File: src/rtl/lsr_pkg.sv
package lsr_pkg;
    localparam int CHAR_W = 8;

    typedef struct packed {
        logic brk;
        logic ferr;
        logic perr;
    } rx_err_t;

    typedef struct packed {
        rx_err_t            err;
        logic [CHAR_W-1:0]  data;
    } rx_entry_t;

    typedef enum logic [1:0] {
        TX_IDLE  = 2'd0,
        TX_HOLD  = 2'd1,
        TX_SHIFT = 2'd2,
        TX_BOTH  = 2'd3
    } tx_state_e;
endpackage

File: src/rtl/lsr_rx_fifo.sv
module lsr_rx_fifo
    import lsr_pkg::*;
#(
    parameter int DEPTH = 16
) (
    input  logic      clk,
    input  logic      rst_n,
    input  logic      fifo_en,
    input  logic      push,
    input  rx_entry_t push_entry,
    input  logic      pop,
    output rx_entry_t head,
    output logic      empty,
    output logic      push_acc,
    output logic      pop_acc,
    output logic      overwrite,
    output logic      overflow
);
    localparam int PW = (DEPTH > 1) ? $clog2(DEPTH) : 1;
    localparam int CW = $clog2(DEPTH + 1);
    localparam logic [PW-1:0] LAST = PW'(DEPTH - 1);

    rx_entry_t       mem [DEPTH];
    logic [PW-1:0]   wr_ptr, rd_ptr;
    logic [CW-1:0]   count, cap;
    logic            room;

    assign empty     = (count == '0);
    assign cap       = fifo_en ? CW'(DEPTH) : CW'(1);
    assign pop_acc   = pop & ~empty;
    assign room      = (count < cap) | pop_acc;
    assign push_acc  = push & room;
    assign overwrite = push & ~room & ~fifo_en;
    assign overflow  = push & ~room;
    assign head      = mem[rd_ptr];

    always_ff @(posedge clk) begin
        if (overwrite)
            mem[rd_ptr] <= push_entry;
        else if (push_acc)
            mem[wr_ptr] <= push_entry;
    end

    always_ff @(posedge clk or negedge rst_n) begin
        if (!rst_n) begin
            wr_ptr <= '0;
            rd_ptr <= '0;
            count  <= '0;
        end else begin
            if (push_acc)
                wr_ptr <= (wr_ptr == LAST) ? '0 : wr_ptr + 1'b1;
            if (pop_acc)
                rd_ptr <= (rd_ptr == LAST) ? '0 : rd_ptr + 1'b1;
            if (push_acc && !pop_acc)
                count <= count + 1'b1;
            else if (pop_acc && !push_acc)
                count <= count - 1'b1;
        end
    end
endmodule

File: src/rtl/lsr_err_track.sv
module lsr_err_track
    import lsr_pkg::*;
#(
    parameter int DEPTH = 16
) (
    input  logic    clk,
    input  logic    rst_n,
    input  logic    fifo_en,
    input  logic    lsr_rd,
    input  logic    empty,
    input  logic    push_acc,
    input  logic    pop_acc,
    input  logic    overwrite,
    input  logic    overflow,
    input  rx_err_t new_err,
    input  rx_err_t head_err,
    output logic    pe,
    output logic    fe,
    output logic    bi,
    output logic    oe,
    output logic    rxfe
);
    localparam int CW = $clog2(DEPTH + 1);

    logic [CW-1:0] err_cnt, err_cnt_nx;
    logic          ack, rxfe_q, oe_q;
    logic          new_bad, head_bad, inc, dec, head_change;

    assign new_bad     = new_err.perr | new_err.ferr | new_err.brk;
    assign head_bad    = head_err.perr | head_err.ferr | head_err.brk;
    assign inc         = (push_acc | overwrite) & new_bad;
    assign dec         = (pop_acc | overwrite) & head_bad;
    assign head_change = pop_acc | (push_acc & empty) | overwrite;

    always_comb begin
        err_cnt_nx = err_cnt;
        if (inc && !dec)
            err_cnt_nx = err_cnt + 1'b1;
        else if (dec && !inc)
            err_cnt_nx = err_cnt - 1'b1;
    end

    always_ff @(posedge clk or negedge rst_n) begin
        if (!rst_n) begin
            err_cnt <= '0;
            ack     <= 1'b0;
            rxfe_q  <= 1'b0;
            oe_q    <= 1'b0;
        end else begin
            err_cnt <= err_cnt_nx;
            if (head_change)
                ack <= 1'b0;
            else if (lsr_rd)
                ack <= 1'b1;
            if (inc)
                rxfe_q <= 1'b1;
            else if (lsr_rd)
                rxfe_q <= (err_cnt_nx != '0);
            if (overflow)
                oe_q <= 1'b1;
            else if (lsr_rd)
                oe_q <= 1'b0;
        end
    end

    assign pe   = ~empty & head_err.perr & ~ack;
    assign fe   = ~empty & head_err.ferr & ~ack;
    assign bi   = ~empty & head_err.brk  & ~ack;
    assign oe   = oe_q;
    assign rxfe = fifo_en & rxfe_q;
endmodule

File: src/rtl/lsr_tx_fsm.sv
module lsr_tx_fsm
    import lsr_pkg::*;
(
    input  logic clk,
    input  logic rst_n,
    input  logic thr_wr,
    input  logic tsr_load,
    input  logic tsr_done,
    output logic thre,
    output logic temt
);
    tx_state_e state, state_nx;

    always_ff @(posedge clk or negedge rst_n) begin
        if (!rst_n)
            state <= TX_IDLE;
        else
            state <= state_nx;
    end

    always_comb begin
        state_nx = state;
        unique case (state)
            TX_IDLE:  if (thr_wr) state_nx = TX_HOLD;
            TX_HOLD:  if (tsr_load) state_nx = thr_wr ? TX_BOTH : TX_SHIFT;
            TX_SHIFT: begin
                if (tsr_done)
                    state_nx = thr_wr ? TX_HOLD : TX_IDLE;
                else if (thr_wr)
                    state_nx = TX_BOTH;
            end
            TX_BOTH:  if (tsr_done) state_nx = TX_HOLD;
        endcase
    end

    always_comb begin
        thre = 1'b0;
        temt = 1'b0;
        unique case (state)
            TX_IDLE:  begin thre = 1'b1; temt = 1'b1; end
            TX_SHIFT: thre = 1'b1;
            TX_HOLD, TX_BOTH: ;
        endcase
    end
endmodule

File: src/rtl/uart_lsr_tracker.sv
module uart_lsr_tracker
    import lsr_pkg::*;
#(
    parameter int DEPTH = 16
) (
    input  logic              clk,
    input  logic              rst_n,
    input  logic              fifo_en,
    input  logic              rx_valid,
    input  logic [CHAR_W-1:0] rx_data,
    input  logic              rx_perr,
    input  logic              rx_ferr,
    input  logic              rx_brk,
    input  logic              rbr_rd,
    output logic [CHAR_W-1:0] rbr_data,
    input  logic              lsr_rd,
    output logic [7:0]        lsr,
    input  logic              thr_wr,
    input  logic              tsr_load,
    input  logic              tsr_done
);
    rx_entry_t in_entry, head;
    logic      empty, push_acc, pop_acc, overwrite, overflow;
    logic      pe, fe, bi, oe, rxfe, thre, temt;

    assign in_entry = '{err: '{brk: rx_brk, ferr: rx_ferr, perr: rx_perr}, data: rx_data};

    lsr_rx_fifo #(.DEPTH(DEPTH)) u_fifo (
        .clk, .rst_n, .fifo_en,
        .push(rx_valid), .push_entry(in_entry), .pop(rbr_rd),
        .head, .empty, .push_acc, .pop_acc, .overwrite, .overflow
    );

    lsr_err_track #(.DEPTH(DEPTH)) u_err (
        .clk, .rst_n, .fifo_en, .lsr_rd, .empty,
        .push_acc, .pop_acc, .overwrite, .overflow,
        .new_err(in_entry.err), .head_err(head.err),
        .pe, .fe, .bi, .oe, .rxfe
    );

    lsr_tx_fsm u_tx (
        .clk, .rst_n, .thr_wr, .tsr_load, .tsr_done, .thre, .temt
    );

    assign rbr_data = head.data;
    assign lsr      = {rxfe, temt, thre, bi, fe, pe, oe, ~empty};
endmodule

File: config.mk
export PLATFORM = sky130hd
export DESIGN_NAME = uart_lsr_tracker
export DESIGN_NICKNAME = d
export VERILOG_FILES = /design/src/rtl/lsr_pkg.sv /design/src/rtl/lsr_rx_fifo.sv /design/src/rtl/lsr_err_track.sv /design/src/rtl/lsr_tx_fsm.sv /design/src/rtl/uart_lsr_tracker.sv
export SDC_FILE = /design/constraint.sdc
export NUM_CORES = 1
export LEC_CHECK = 0
export BUFFER_PORTS_ARGS = -buffer_cell sky130_fd_sc_hd__buf_2
export CAP_MARGIN = 20
export CORE_MARGIN = 2
export CORE_UTILIZATION = 50
export CTS_BUF_LIST = sky130_fd_sc_hd__clkbuf_2
export CTS_CLUSTER_DIAMETER = 60
export DETAILED_ROUTE_END_ITERATION = 16
export GPL_TIMING_DRIVEN = 0
export PLACE_DENSITY = 0.69
export SYNTH_ARGS = -nofsm -noshare
export SYNTH_HDL_FRONTEND = slang
export SYNTH_SLANG_ARGS = --single-unit
File: constraint.sdc
create_clock -name clk -period 2.92 [get_ports clk]
set_input_delay 0 -clock clk [delete_from_list [all_inputs] [get_ports clk]]
set_output_delay 0 -clock clk [all_outputs]
set_load 0.01 [all_outputs]
==> impl_metrics.tcl <==
set metrics [dict create \
    overflow 0 \
    relSlewSlack_pct 43.4 \
    min_period_over_period_pct 101 \
    die_w_um 134 \
    synth_top_area_cell "edfxtp_1" \
    p_leak_nw 3.58 \
    avgSynthCellArea_um2 18.1 \
    clkTransAtPathRegs_ns 0.29 \
    syn_nets 500 \
    max_clock_freq_mhz 339 \
    synth.cell_area_um2 8430 \
    setup_slack_ns -0.0302 \
    dr.pass1.iters 8 \
    reg2regPathDepth 14 \
    antenna_left 0 \
    synthAdderAreaFrac_pct 2.41 \
    synth-async-reset-ratio_pct 11.6 \
    synth-simple-area-share_pct 4.37 \
    drive_gt1_share_pct 38.1 \
    synth_mux_area_share_pct 15.5 \
    hold_depth 2 \
    area_growth_pct 21.4 \
    synth_top_family_by_area "multiplexers" \
    hold_ws_ns 0.0849 \
    power.density_nw_per_um2 897 \
    violations "setup timing" \
    reg2reg_slack_ns -0.03 \
    hold_path.class "in -> reg" \
    num_rows 47 \
    synth_xor_area_share_pct 1.65 \
    startpoint_type "register" \
    htreeDepth 4 \
    cts_root_buf "clkbuf_2" \
    grt_max_degree 24 \
    synth_edf_count 176 \
    fp.dieArea_um2 17900 \
    core_um2 16500 \
    grt_pass1_wl_um 27100 \
    ys_ff_latch 199 \
    first_iter_violations 482 \
    syn_inst 466 \
    rsz0062_at_grt "yes" \
    top_level_ports 36 \
    synth_compound_area_share_pct 4.01 \
    crit_end "u_fifo.count[4]" \
    cts_tree "yes" \
    cts_sinks 199 \
    ys_seq_area_share_pct 69.5 \
    synth_top_cells_by_count "176 x edfxtp_1, 43 x mux4_2, 32 x nor2_1, 23 x dfrtp_1, 20 x nand2_1" \
    routabilityCongestion 0.779 \
    finalMaxSlewViolations 0 \
    synth_ff_type "edfxtp_1" \
    port_buffers 35 \
    clock_path_buffers 2 \
    outcome "complete, but fails checks" \
    antenna_found_initial 1 \
    setup_viol 1 \
    ys_warn_count 0 \
    synth.most_common_cell "edfxtp_1" \
    path_class "reg -> reg" \
    fin_crit_ns 2.95 \
    dp_hpwl_um 11700 \
    wl_per_cell_um 21.8 \
    via_count 4709 \
    via_per_inst 5.67 \
    clock_skew_ns 0.0431 \
    critPathLaunch "u_fifo.count[1]" \
    die_h_um 134 \
    nNetsFinal 630 \
    crit_fanout 5 \
    tightest_slew_ns 0.849 \
    peakVddDrop_mv 0.397 \
    synthTopCellsByArea "edfxtp_1 63%, mux4_2 11%, dfrtp_1 6.8%" \
    r2r-start "u_fifo.count[1]" \
    dp_cells 737 \
    cp.arrival_ns 3.64 \
    cts_made_buffers 17 \
    regToRegEndpoint "u_fifo.count[4]" \
    insertion_delay_ns 0.78 \
    grt_pass1_vias 4707 \
    drv_cap 0 \
    required_ns 3.61 \
    endpoint_kind "register" \
    grt_use_total_pct 20.8 \
    synth_top_area_share_pct 62.7 \
    drt_wl_total_um 18100 \
    yosysUniqueCellTypes 48 \
    final_cells 830 \
    start_util_pct 51.0 \
    drcViolationCount 0 \
    hold_violations 0 \
]
[flip-flops by register name, summed over array words and instances (netlist names)]
signal         flops
u_tx.state         2
u_err.ack          1
u_err.oe           1
u_err.err_cnt      5
u_fifo.mem       176
u_fifo.rd_ptr      4
u_fifo.wr_ptr      4
u_err.rxfe_q       1
u_fifo.count       5
[cells by family (layout without fill, tap and decap cells)]
family	Yosys count	in the layout
AOI/OAI and AO/OA	49	49
xor gates and xnor gates	15	15
adders and majority gates	16	16
buffers and inverters	42	185
DFF	199	199
muxes	65	65
other	0	1
and+or+nand+nor	80	80
[power breakdown]
group / total [mW] / leakage (nW) / switching, mW / internal, mW
sequential: 3.66 / 1.86 / 0.200 / 3.46
combinational: 4.13 / 1.56 / 2.03 / 2.09
clock: 1.39 / 0.154 / 0.958 / 0.431
total: 9.17 / 3.58 / 3.19 / 5.98
[placed cells by master (no fill, tap or decap), types with 3 or more instances in the layout]
| cell | count |
|---|---|
| nand2_1 | 18 |
| o31ai_1 | 3 |
| a21oi_1 | 5 |
| clkinv_4 | 3 |
| edfxtp_1 | 176 |
| buf_6 | 19 |
| mux4_2 | 43 |
| nand2b_1 | 6 |
| dlygate4sd3_1 | 27 |
| ha_1 | 11 |
| buf_4 | 39 |
| a21o_1 | 3 |
| inv_1 | 13 |
| mux2_2 | 5 |
| nor3_1 | 3 |
| nor2_4 | 15 |
| a21oi_2 | 4 |
| o21ai_2 | 5 |
| o21ai_0 | 11 |
| buf_12 | 5 |
| clkbuf_2 | 19 |
| xnor2_1 | 9 |
| nor2_1 | 16 |
| clkbuf_1 | 3 |
| buf_2 | 37 |
| mux4_1 | 7 |
| mux2i_1 | 9 |
| nand3_1 | 3 |
| dfrtp_1 | 23 |
| xor2_1 | 5 |
[per-stage QoR]
stage	utilization (%)	setup TNS [ns]	setup WS, ns	total power, mW	cell area (um^2)
after floorplan	-	0	0.00286	6.06	8440
after global placement	53.8	-86.66	-0.623	6.88	8890
after detailed placement	54.9	-29.74	-0.545	7.05	9070
after CTS	60.1	-0.0425	-0.0391	8.90	9930
after global routing	61.9	-1.72	-0.158	9.64	10200
final	61.9	-0.0302	-0.0302	9.17	10200
[metal layers]
metal	wire [um]	up-vias	share of wire, %	global-route usage (%)
met5	0	-	0	0
met4	286	0	1.6	6.56
met3	1010	22	5.6	4.42
met2	9210	166	51	34.4
met1	7610	2421	42	28.1
li1	-	2100	-	-
[worst min path at each step]
stage,endpoint,start
after floorplan,u_err.ack,rst_n
after CTS,u_fifo.mem[2][2],rx_data[2]
after detailed placement,u_err.err_cnt[4],rst_n
after global placement,u_err.err_cnt[2],rst_n
final,u_fifo.mem[2][2],rx_data[2]
after global routing,u_fifo.mem[13][5],rx_data[5]
[final cells by class]
type,instances,area (um^2)
antenna,1,2.50
tap,220,275
timing repair buffer,111,928
clock buffer,19,95.1
fill,1146,6300
multi-input combinational,225,2580
sequential,199,5860
inverter,16,65.1
buffer,26,249
clock inverter,13,170
[repair_timing]
item / 4_1_cts / 5_1_grt
cloned: 0 / 3
pin swaps: 6 / 15
hold buffers: 27 / 0
hold endpoints to repair: 257 / 0
setup buffers: 16 / 13
endpoints found under the setup margin: 172 / 82
resized for setup: 62 / 27
[critical path, stage by stage, from the launching register on]
cell	delay, ns
dfrtp_1	0.46
or4_4	0.56
o21a_1	0.22
o21ai_2	0.17
nand2_2	0.08
inv_2	0.09
buf_6	0.13
ha_4	0.15
inv_4	0.05
fa_2	0.33
a21o_1	0.17
a21oi_2	0.12
xnor2_1	0.13
nor2_1	0.07
xor2_1	0.15
Note: power is estimated with default switching activity, not from simulation.
